<file path="config.mk">
export PLATFORM = sky130hd
export DESIGN_NAME = ftsram_core
export DESIGN_NICKNAME = d
export VERILOG_FILES = /design/src/rtl/ftsram_pkg.sv /design/src/rtl/ftsram_ctrl.sv /design/src/rtl/ftsram_wdec.sv /design/src/rtl/ftsram_array.sv /design/src/rtl/ftsram_core.sv
export SDC_FILE = /design/constraint.sdc
export NUM_CORES = 2
export LEC_CHECK = 0
export BUFFER_PORTS_ARGS = -buffer_cell sky130_fd_sc_hd__clkbuf_2
export CAP_MARGIN = 20
export CORE_MARGIN = 2
export CORE_UTILIZATION = 54
export CTS_BUF_LIST = sky130_fd_sc_hd__clkbuf_8 sky130_fd_sc_hd__clkbuf_16
export CTS_CLUSTER_SIZE = 20
export DETAILED_ROUTE_END_ITERATION = 16
export PLACE_DENSITY = 0.72
export SYNTH_ARGS = -nofsm -noshare
export SYNTH_HDL_FRONTEND = slang
export SYNTH_HIERARCHICAL = 1
export SYNTH_SLANG_ARGS = --single-unit
</file>
<file path="constraint.sdc">
create_clock -name clk -period 3 [get_ports clk]
set_input_delay 0.15 -clock clk [delete_from_list [all_inputs] [get_ports clk]]
set_output_delay 0.15 -clock clk [all_outputs]
set_load 0.1 [all_outputs]
</file>
<file path="src/rtl/ftsram_pkg.sv">
package ftsram_pkg;
   typedef enum logic [1:0] {
      ACC_IDLE  = 2'd0,
      ACC_READ  = 2'd1,
      ACC_WRITE = 2'd2
   } acc_kind_e;

   localparam int unsigned MAX_ADDR_W = 12;
endpackage

</file>
<file path="src/rtl/ftsram_ctrl.sv">
module ftsram_ctrl
   import ftsram_pkg::*;
#(
   parameter int unsigned LANES = 4
) (
   input  logic             clk,
   input  logic             rst_n,
   input  logic             addr_load,
   input  logic             sleep,
   input  logic             ce_a_n,
   input  logic             ce_b,
   input  logic             ce_c_n,
   input  logic             gw_n,
   input  logic             bw_n,
   input  logic [LANES-1:0] lane_en_n,
   output acc_kind_e        eff_kind,
   output logic [LANES-1:0] eff_mask,
   output acc_kind_e        held_kind
);
   logic             chip_sel;
   acc_kind_e        new_kind;
   logic [LANES-1:0] new_mask;
   logic [LANES-1:0] held_mask;

   assign chip_sel = !ce_a_n && ce_b && !ce_c_n;

   always_comb begin
      new_kind = ACC_IDLE;
      new_mask = '0;
      if (chip_sel) begin
         if (!gw_n) begin
            new_kind = ACC_WRITE;
            new_mask = '1;
         end else if (!bw_n && (|(~lane_en_n))) begin
            new_kind = ACC_WRITE;
            new_mask = ~lane_en_n;
         end else begin
            new_kind = ACC_READ;
         end
      end
   end

   assign eff_kind = addr_load ? new_kind : held_kind;
   assign eff_mask = addr_load ? new_mask : held_mask;

   always_ff @(posedge clk or negedge rst_n) begin
      if (!rst_n) begin
         held_kind <= ACC_IDLE;
         held_mask <= '0;
      end else if (sleep) begin
         held_kind <= ACC_IDLE;
         held_mask <= '0;
      end else begin
         held_kind <= eff_kind;
         held_mask <= eff_mask;
      end
   end

   AST_BURST_HOLDS_TYPE: assert property (@(posedge clk) disable iff (!rst_n)
      (!addr_load && !sleep) |=> ($stable(held_kind) && $stable(held_mask)))
      else $error("stored access changed on a continuation edge");

   AST_SLEEP_CANCELS: assert property (@(posedge clk) disable iff (!rst_n)
      sleep |=> (held_kind == ACC_IDLE))
      else $error("access survived a sleep edge");

   AST_WRITE_HAS_LANE: assert property (@(posedge clk) disable iff (!rst_n)
      (held_kind == ACC_WRITE) |-> (|held_mask))
      else $error("stored write with empty lane mask");
endmodule

</file>
<file path="src/rtl/ftsram_wdec.sv">
module ftsram_wdec
   import ftsram_pkg::*;
#(
   parameter int unsigned LANES = 4
) (
   input  acc_kind_e        eff_kind,
   input  logic [LANES-1:0] eff_mask,
   input  logic             sleep,
   output logic [LANES-1:0] lane_we
);
   logic wr_ok;

   assign wr_ok = (eff_kind == ACC_WRITE) && !sleep;

   for (genvar li = 0; li < LANES; li++) begin : g_lane
      assign lane_we[li] = wr_ok && eff_mask[li];
   end
endmodule

</file>
<file path="src/rtl/ftsram_array.sv">
module ftsram_array #(
   parameter int unsigned ADDR_W = 6,
   parameter int unsigned LANES  = 4,
   parameter int unsigned LANE_W = 9
) (
   input  logic                      clk,
   input  logic [LANES-1:0]          lane_we,
   input  logic [ADDR_W-1:0]         waddr,
   input  logic [LANES*LANE_W-1:0]   wdata,
   input  logic [ADDR_W-1:0]         raddr,
   output logic [LANES*LANE_W-1:0]   rdata
);
   localparam int unsigned DEPTH = 1 << ADDR_W;

   for (genvar li = 0; li < LANES; li++) begin : g_lane
      logic [LANE_W-1:0] lane_mem [DEPTH];

      always_ff @(posedge clk) begin
         if (lane_we[li]) lane_mem[waddr] <= wdata[li*LANE_W +: LANE_W];
      end

      assign rdata[li*LANE_W +: LANE_W] = lane_mem[raddr];
   end
endmodule

</file>
<file path="src/rtl/ftsram_core.sv">
module ftsram_core
   import ftsram_pkg::*;
#(
   parameter int unsigned ADDR_W    = 6,
   parameter int unsigned LANES     = 4,
   parameter int unsigned LANE_W    = 9,
   parameter bit          IDLE_ZERO = 1'b1
) (
   input  logic                    clk,
   input  logic                    rst_n,
   input  logic [ADDR_W-1:0]       addr_in,
   input  logic                    addr_load,
   input  logic                    ce_a_n,
   input  logic                    ce_b,
   input  logic                    ce_c_n,
   input  logic                    gw_n,
   input  logic                    bw_n,
   input  logic [LANES-1:0]        lane_en_n,
   input  logic                    oe_n,
   input  logic                    sleep,
   input  logic [LANES*LANE_W-1:0] din,
   output logic [LANES*LANE_W-1:0] dout,
   output logic                    dout_en
);
   localparam int unsigned WORD_W = LANES * LANE_W;

   if (ADDR_W < 1 || ADDR_W > MAX_ADDR_W) begin : g_bad_addr_w
      $error("ADDR_W out of range");
   end
   if (LANES < 1) begin : g_bad_lanes
      $error("LANES must be at least 1");
   end
   if (LANE_W < 1) begin : g_bad_lane_w
      $error("LANE_W must be at least 1");
   end

   acc_kind_e          eff_kind;
   acc_kind_e          held_kind;
   logic [LANES-1:0]   eff_mask;
   logic [LANES-1:0]   lane_we;
   logic [ADDR_W-1:0]  addr_q;
   logic [WORD_W-1:0]  rdata;

   ftsram_ctrl #(.LANES(LANES)) u_ctrl (
      .clk       (clk),
      .rst_n     (rst_n),
      .addr_load (addr_load),
      .sleep     (sleep),
      .ce_a_n    (ce_a_n),
      .ce_b      (ce_b),
      .ce_c_n    (ce_c_n),
      .gw_n      (gw_n),
      .bw_n      (bw_n),
      .lane_en_n (lane_en_n),
      .eff_kind  (eff_kind),
      .eff_mask  (eff_mask),
      .held_kind (held_kind)
   );

   ftsram_wdec #(.LANES(LANES)) u_wdec (
      .eff_kind (eff_kind),
      .eff_mask (eff_mask),
      .sleep    (sleep),
      .lane_we  (lane_we)
   );

   always_ff @(posedge clk or negedge rst_n) begin
      if (!rst_n) addr_q <= '0;
      else        addr_q <= addr_in;
   end

   ftsram_array #(.ADDR_W(ADDR_W), .LANES(LANES), .LANE_W(LANE_W)) u_array (
      .clk     (clk),
      .lane_we (lane_we),
      .waddr   (addr_in),
      .wdata   (din),
      .raddr   (addr_q),
      .rdata   (rdata)
   );

   assign dout_en = (held_kind == ACC_READ) && !oe_n && !sleep;

   if (IDLE_ZERO) begin : g_zero_out
      assign dout = dout_en ? rdata : '0;
   end else begin : g_raw_out
      assign dout = rdata;
   end

   AST_SLEEP_NO_WRITE: assert property (@(posedge clk) disable iff (!rst_n)
      sleep |-> (lane_we == '0))
      else $error("write enable raised during sleep");

   AST_GLOBAL_ALL_LANES: assert property (@(posedge clk) disable iff (!rst_n)
      (addr_load && !gw_n && !ce_a_n && ce_b && !ce_c_n && !sleep) |-> (&lane_we))
      else $error("global write missed a lane");

   AST_DESELECT_NO_WRITE: assert property (@(posedge clk) disable iff (!rst_n)
      (addr_load && !(!ce_a_n && ce_b && !ce_c_n)) |-> (lane_we == '0))
      else $error("write while deselected");

   AST_QUIET_AFTER_WRITE: assert property (@(posedge clk) disable iff (!rst_n)
      (held_kind == ACC_WRITE) |-> !dout_en)
      else $error("output driven in a write cycle");
endmodule

</file>
Word-level counts from Yosys, hierarchy flattened
Memories as Yosys holds them, arrays and structs flattened.
Index checks and enable logic that the tools add are counted.
{ "totals": {"register_bits": 12, "mem_bits_rw": 2304, "output_inout_bits": 37, "elab_cells": 45, "mem_count": 4} }
{ "mem_list": {"columns": ["name", "depth", "word_bits", "read_ports", "rd_clocked_by_memory_dff", "write_ports", "line", "source"], "rows": [
  ["u_array.g_lane[0].lane_mem", 64, 9, 1, 0, 1, "ftsram_array.sv:16", "logic [LANE_W-1:0] lane_mem [DEPTH];"],
  ["u_array.g_lane[1].lane_mem", 64, 9, 1, 0, 1, "ftsram_array.sv:16", null],
  ["u_array.g_lane[2].lane_mem", 64, 9, 1, 0, 1, "ftsram_array.sv:16", null],
  ["u_array.g_lane[3].lane_mem", 64, 9, 1, 0, 1, "ftsram_array.sv:16", null]
]} }
{ "classes": {"n_eq_ne": 2, "mux": 19, "n_bitwise": 1, "reduce_logical": 16} }
{ "op_table": {"columns": ["op", "count"], "rows": [
  ["36-bit 2-to-1 mux", 1],
  ["4-bit 2-to-1 mux", 5],
  ["1-bit logical AND", 10],
  ["2-bit 2-to-1 mux", 5],
  ["1-bit 2-to-1 mux", 8],
  ["1-bit logical NOT", 5],
  ["4-bit inverter", 1],
  ["4-bit OR reduction", 1],
  ["2-bit by 1-bit equality test with 1-bit output (second input constant)", 1],
  ["2-bit equality test (second input constant)", 1]
]} }

Depth between registers and ports, before layout
{ "logic_depth": {"word_depth": 12, "ltp_mapped": 11, "ltp_nobuf": 6} }

Cells and area by module
Netlist, hierarchy kept.
{ "modules_own_cells": {"columns": ["module", "n_inst", "cells_per_inst", "area_each_um2", "seq_area_each_um2"], "rows": [
  ["ftsram_array", 1, 4027, 89213.1, 69186.4],
  ["ftsram_core", 1, 46, 452.9, 150.1],
  ["ftsram_ctrl", 1, 37, 317.8, 150.1],
  ["ftsram_wdec", 1, 4, 50.0, 0.0]
]} }

Least setup slack after synthesis
OpenSTA, ideal clock, no wires.
{ "synth_timing": {"path_type": "flip-flop to output port", "from": "register addr_q[2]", "to": "output dout[13]", "arrival_time_ns": 2.547, "t_required_ns": 2.850, "setup_slack_ns": 0.303, "path_stages_with_launch": 11, "path_cell_list": "dfrtp_1 -> buf_4 -> buf_2 -> nor2b_1 -> clkbuf_1 -> clkbuf_1 -> a22oi_1 -> nand2_1 -> o22ai_1 -> nor2_1 -> and2_1"} }
{ "synth_between": {"elab_chain_cells": 2} }
{ "synth_rtl": {"columns": ["item", "line", "source"], "rows": [
  ["start: declaration", "ftsram_core.sv:41", "logic [ADDR_W-1:0] addr_q;"],
  ["start signal: assignment", "ftsram_core.sv:69", "else addr_q <= addr_in;"],
  ["memory read 64 x 9 bit", null, null],
  ["net rdata[13]", "ftsram_core.sv:42", "logic [WORD_W-1:0] rdata;"],
  ["36-bit 2-to-1 mux", "ftsram_core.sv:84", "assign dout = dout_en ? rdata : '0;"],
  ["end: declaration", "ftsram_core.sv:22", "output logic [LANES*LANE_W-1:0] dout,"]
]} }
The timed path passes the listed nets, and every way through them passes these cells.

Worst setup path after layout
{ "layout_timing": {"from": "register addr_q[0]", "to": "output dout[14]"} }
Same word-level chain as after synthesis.

==> flow_summary.toml <==
[worst_hold_path]
hp-class = "in2reg"
hp-start = "din[10]"

[synthesis]
synth-edff-count = 2304
syn-instance-count = 4114
synth_top_area_frac = 0.768
synth_warnings = 6
synth_top_flop_cell = "edfxtp_1"
syn_area_um2 = 90000
synth-seq-cells = 2316
ys_seq_area_frac = 0.772
synthMostInstantiatedCell = "edfxtp_1"
syn_nets = 4170
netlist-cell-type-count = 52
synth_top_area_cell = "edfxtp_1"
avgSynthCellArea_um2 = 21.9
synthTopCellsByCount = "edfxtp_1, mux4_2, and2_1"
synthArstFlopShare = 0.00518
ys_top_cells_by_area = "edfxtp_1, mux4_2, and2_1, mux2i_1, o22ai_1"

[final_layout]
fin_area_um2 = 109000
layout-drive-gt1-share = 0.387
area_growth_syn_to_layout_pct = 20.7
finalNonFillerCells = 7318
finalNetCount = 4962
num-fill-cells = 10109

[global_route]
gr-usage-met2 = 0.453
gr-total-overflow = 0
grt_pass1_vias = 47053
grt_start_max_net_pins = 65
grt_antenna_before_repair = 47
grt_usage = 0.296
grt-busiest-layer = "met2"
use_met3 = 0.0821
grt_pass1_wl_um = 351000
grtUsageMet1 = 0.406

[clock_network]
cts-buffers-inserted = 219
cts_sinks = 2316
worst_skew_pair.late_latency_ps = 880
htreeDepth = 4
clkTransAtPathRegs_ps = 60
cts_tree = "yes"
root_buffer = "clkbuf_16"
clockBufferDepth = 3

[setup_path]
endpoint_kind = "primary output"
startpoint = "addr_q[0]"
crit_required_ps = 2850
path_cells = "buf_12 > buf_16 > buf_16 > mux4_2 > mux2i_1 > a21oi_2 > a21oi_2 > a221oi_4 > buf_4 > and2_4 > buf_12"
path_class = "reg2out"
worstSetupStartpointType = "flip-flop"
crit_fanout = 10
r2r_start = "u_ctrl/held_kind[1]"
max_stage_delay_ps = 520
cp.arrival_ps = 3700
slowest_stage = "dfrtp_4"

[floorplanning]
fp.coreArea_um2 = 165000
fp-row-count = 149
die_y_um = 412
io-pin-count = 93
die-width_um = 412
start_util = 0.544
die_area_um2 = 170000

[sta]
rsz0062_at_grt = "yes"
drv_slew = 0
setup-violations-final = 36
worst_slack_ps = -847
whs_ps = 34.0
hold_violations = 0
fin_crit_sh = 1.28
fmax_ghz = 0.260
worst_pin_slew_ps = 1070
slew_headroom = 0.289
finClkSkew_ps = 34.6
fin_crit_ps = 3850

[place]
gp_congestion = 0.900
numPortBuffers = 92
placed_cell_area_um2 = 97800
dp_hpwl_um = 160000
place_inst = 6721

[pwr]
leakagePower_nw = 35.7
powerDensity_nw_per_um2 = 609
peakVddDrop_uv = 684
p_total_mw = 66.2

[detailed_routing]
ant_nets = 0
drc = 0
wl_per_cell_um = 34.7
via_per_inst = 6.65
drt-total-wl_um = 254000
first_pass_iters = 6
drt_iter0_markers = 7767
vias = 48678

[outcome]
violations = "setup timing"
status = "finished, violations left"

[job]
drv_cap = 0
## path summary, 6_finish.rpt
check,end,slack (ps),depth (start not counted)
setup / recovery,dout[14],-850,11
hold / removal,u_array/g_lane[1].lane_mem[34][1],30,1
setup reg to reg,u_array/g_lane[2].lane_mem[43][8],450,5
hold reg to reg,u_ctrl/held_mask[1],550,2
max in group asynchronous,addr_q[0],1760,3
min in group asynchronous,addr_q[3],580,3
## critical path, delay by kind of cell (launching register included)
family / cells / cell delay, ps
DFF: 1 / 520
AOI/OAI and AO/OA: 3 / 820
buffers and inverters: 5 / 890
muxes: 2 / 410
and+or+nand+nor: 1 / 150
## where the power goes
group / internal (mW) / total, mW / switching (mW)
clock network: 14.3 / 26.3 / 12.0
registers: 35.6 / 35.6 / 0.0158
logic: 1.81 / 4.29 / 2.48
total: 51.7 / 66.2 / 14.5
## area by class of cell
| class | count | area, um2 | share of cell area |
|---|---|---|---|
| multi-input cells | 1543 | 20800 | 0.192 |
| inverters | 4 | 16.3 | 0.000150 |
| clock inverters | 176 | 1260 | 0.0116 |
| repair buffers | 822 | 8660 | 0.0797 |
| flip-flops and latches | 2316 | 69500 | 0.640 |
| clock buffers | 221 | 5530 | 0.0509 |
| diodes | 47 | 118 | 0.00108 |
| well taps | 2189 | 2740 | 0.0252 |
## metal layers
metal  up-vias  routed length (um)
li1      18946                   -
met1     25435               89100
met2      3607              119000
met3       658               33000
met4        32               12200
met5         -                 302
## cell usage in the layout (no fill, tap or decap), drive strengths merged, types with 5 or more instances in the layout
master       instances
clkinv              93
inv                 69
a22oi               57
diode               47
dfrtp               12
or3b                 7
mux2i               64
nand3                7
o21ai                9
edfxtp            2304
nor2               125
nand2b               9
o221ai              31
nand2               51
and2               290
buf                710
a22o                32
nand3b              10
clkbuf             289
mux2                26
mux4               566
nor2b                5
clkinvlp             7
nor3                15
and4bb               5
o22ai               88
dlygate4sd3         40
a221oi              48
a21oi               67
bufinv              11
## registers in the layout (all words and copies together), names as in the netlist
signal / cells
u_array/g_lane.lane_mem: 2304
addr_q: 6
u_ctrl/held_kind: 2
u_ctrl/held_mask: 4
## through the flow
stage / TNS (ps) / utilization / worst slack, ps
4_1_cts: -26120 / 0.646 / -812
6_report: -25060 / 0.657 / -847
3_5_place_dp: -3760 / 0.591 / -624
3_3_place_gp: -3170 / 0.591 / -597
2_1_floorplan: 0 / - / 303
5_1_grt: -27100 / 0.656 / -867
## what timing repair did
item / CTS / global route
endpoints found under the setup margin: 36 / 36
hold buffers: 35 / 5
cloned: 9 / 13
pin swaps: 27 / 66
hold endpoints to repair: 490 / 165
resized for setup: 240 / 188
buffers inserted: 41 / 52
## kinds of logic after synthesis
group / count (synthesis) / share of synthesized area
flops: 2316 / 0.772
mux: 656 / 0.152
simple gates: 538 / 0.0333
compound gates: 349 / 0.0275
buf+inv: 255 / 0.0154
No activity file was read; power rests on OpenSTA's default activity.
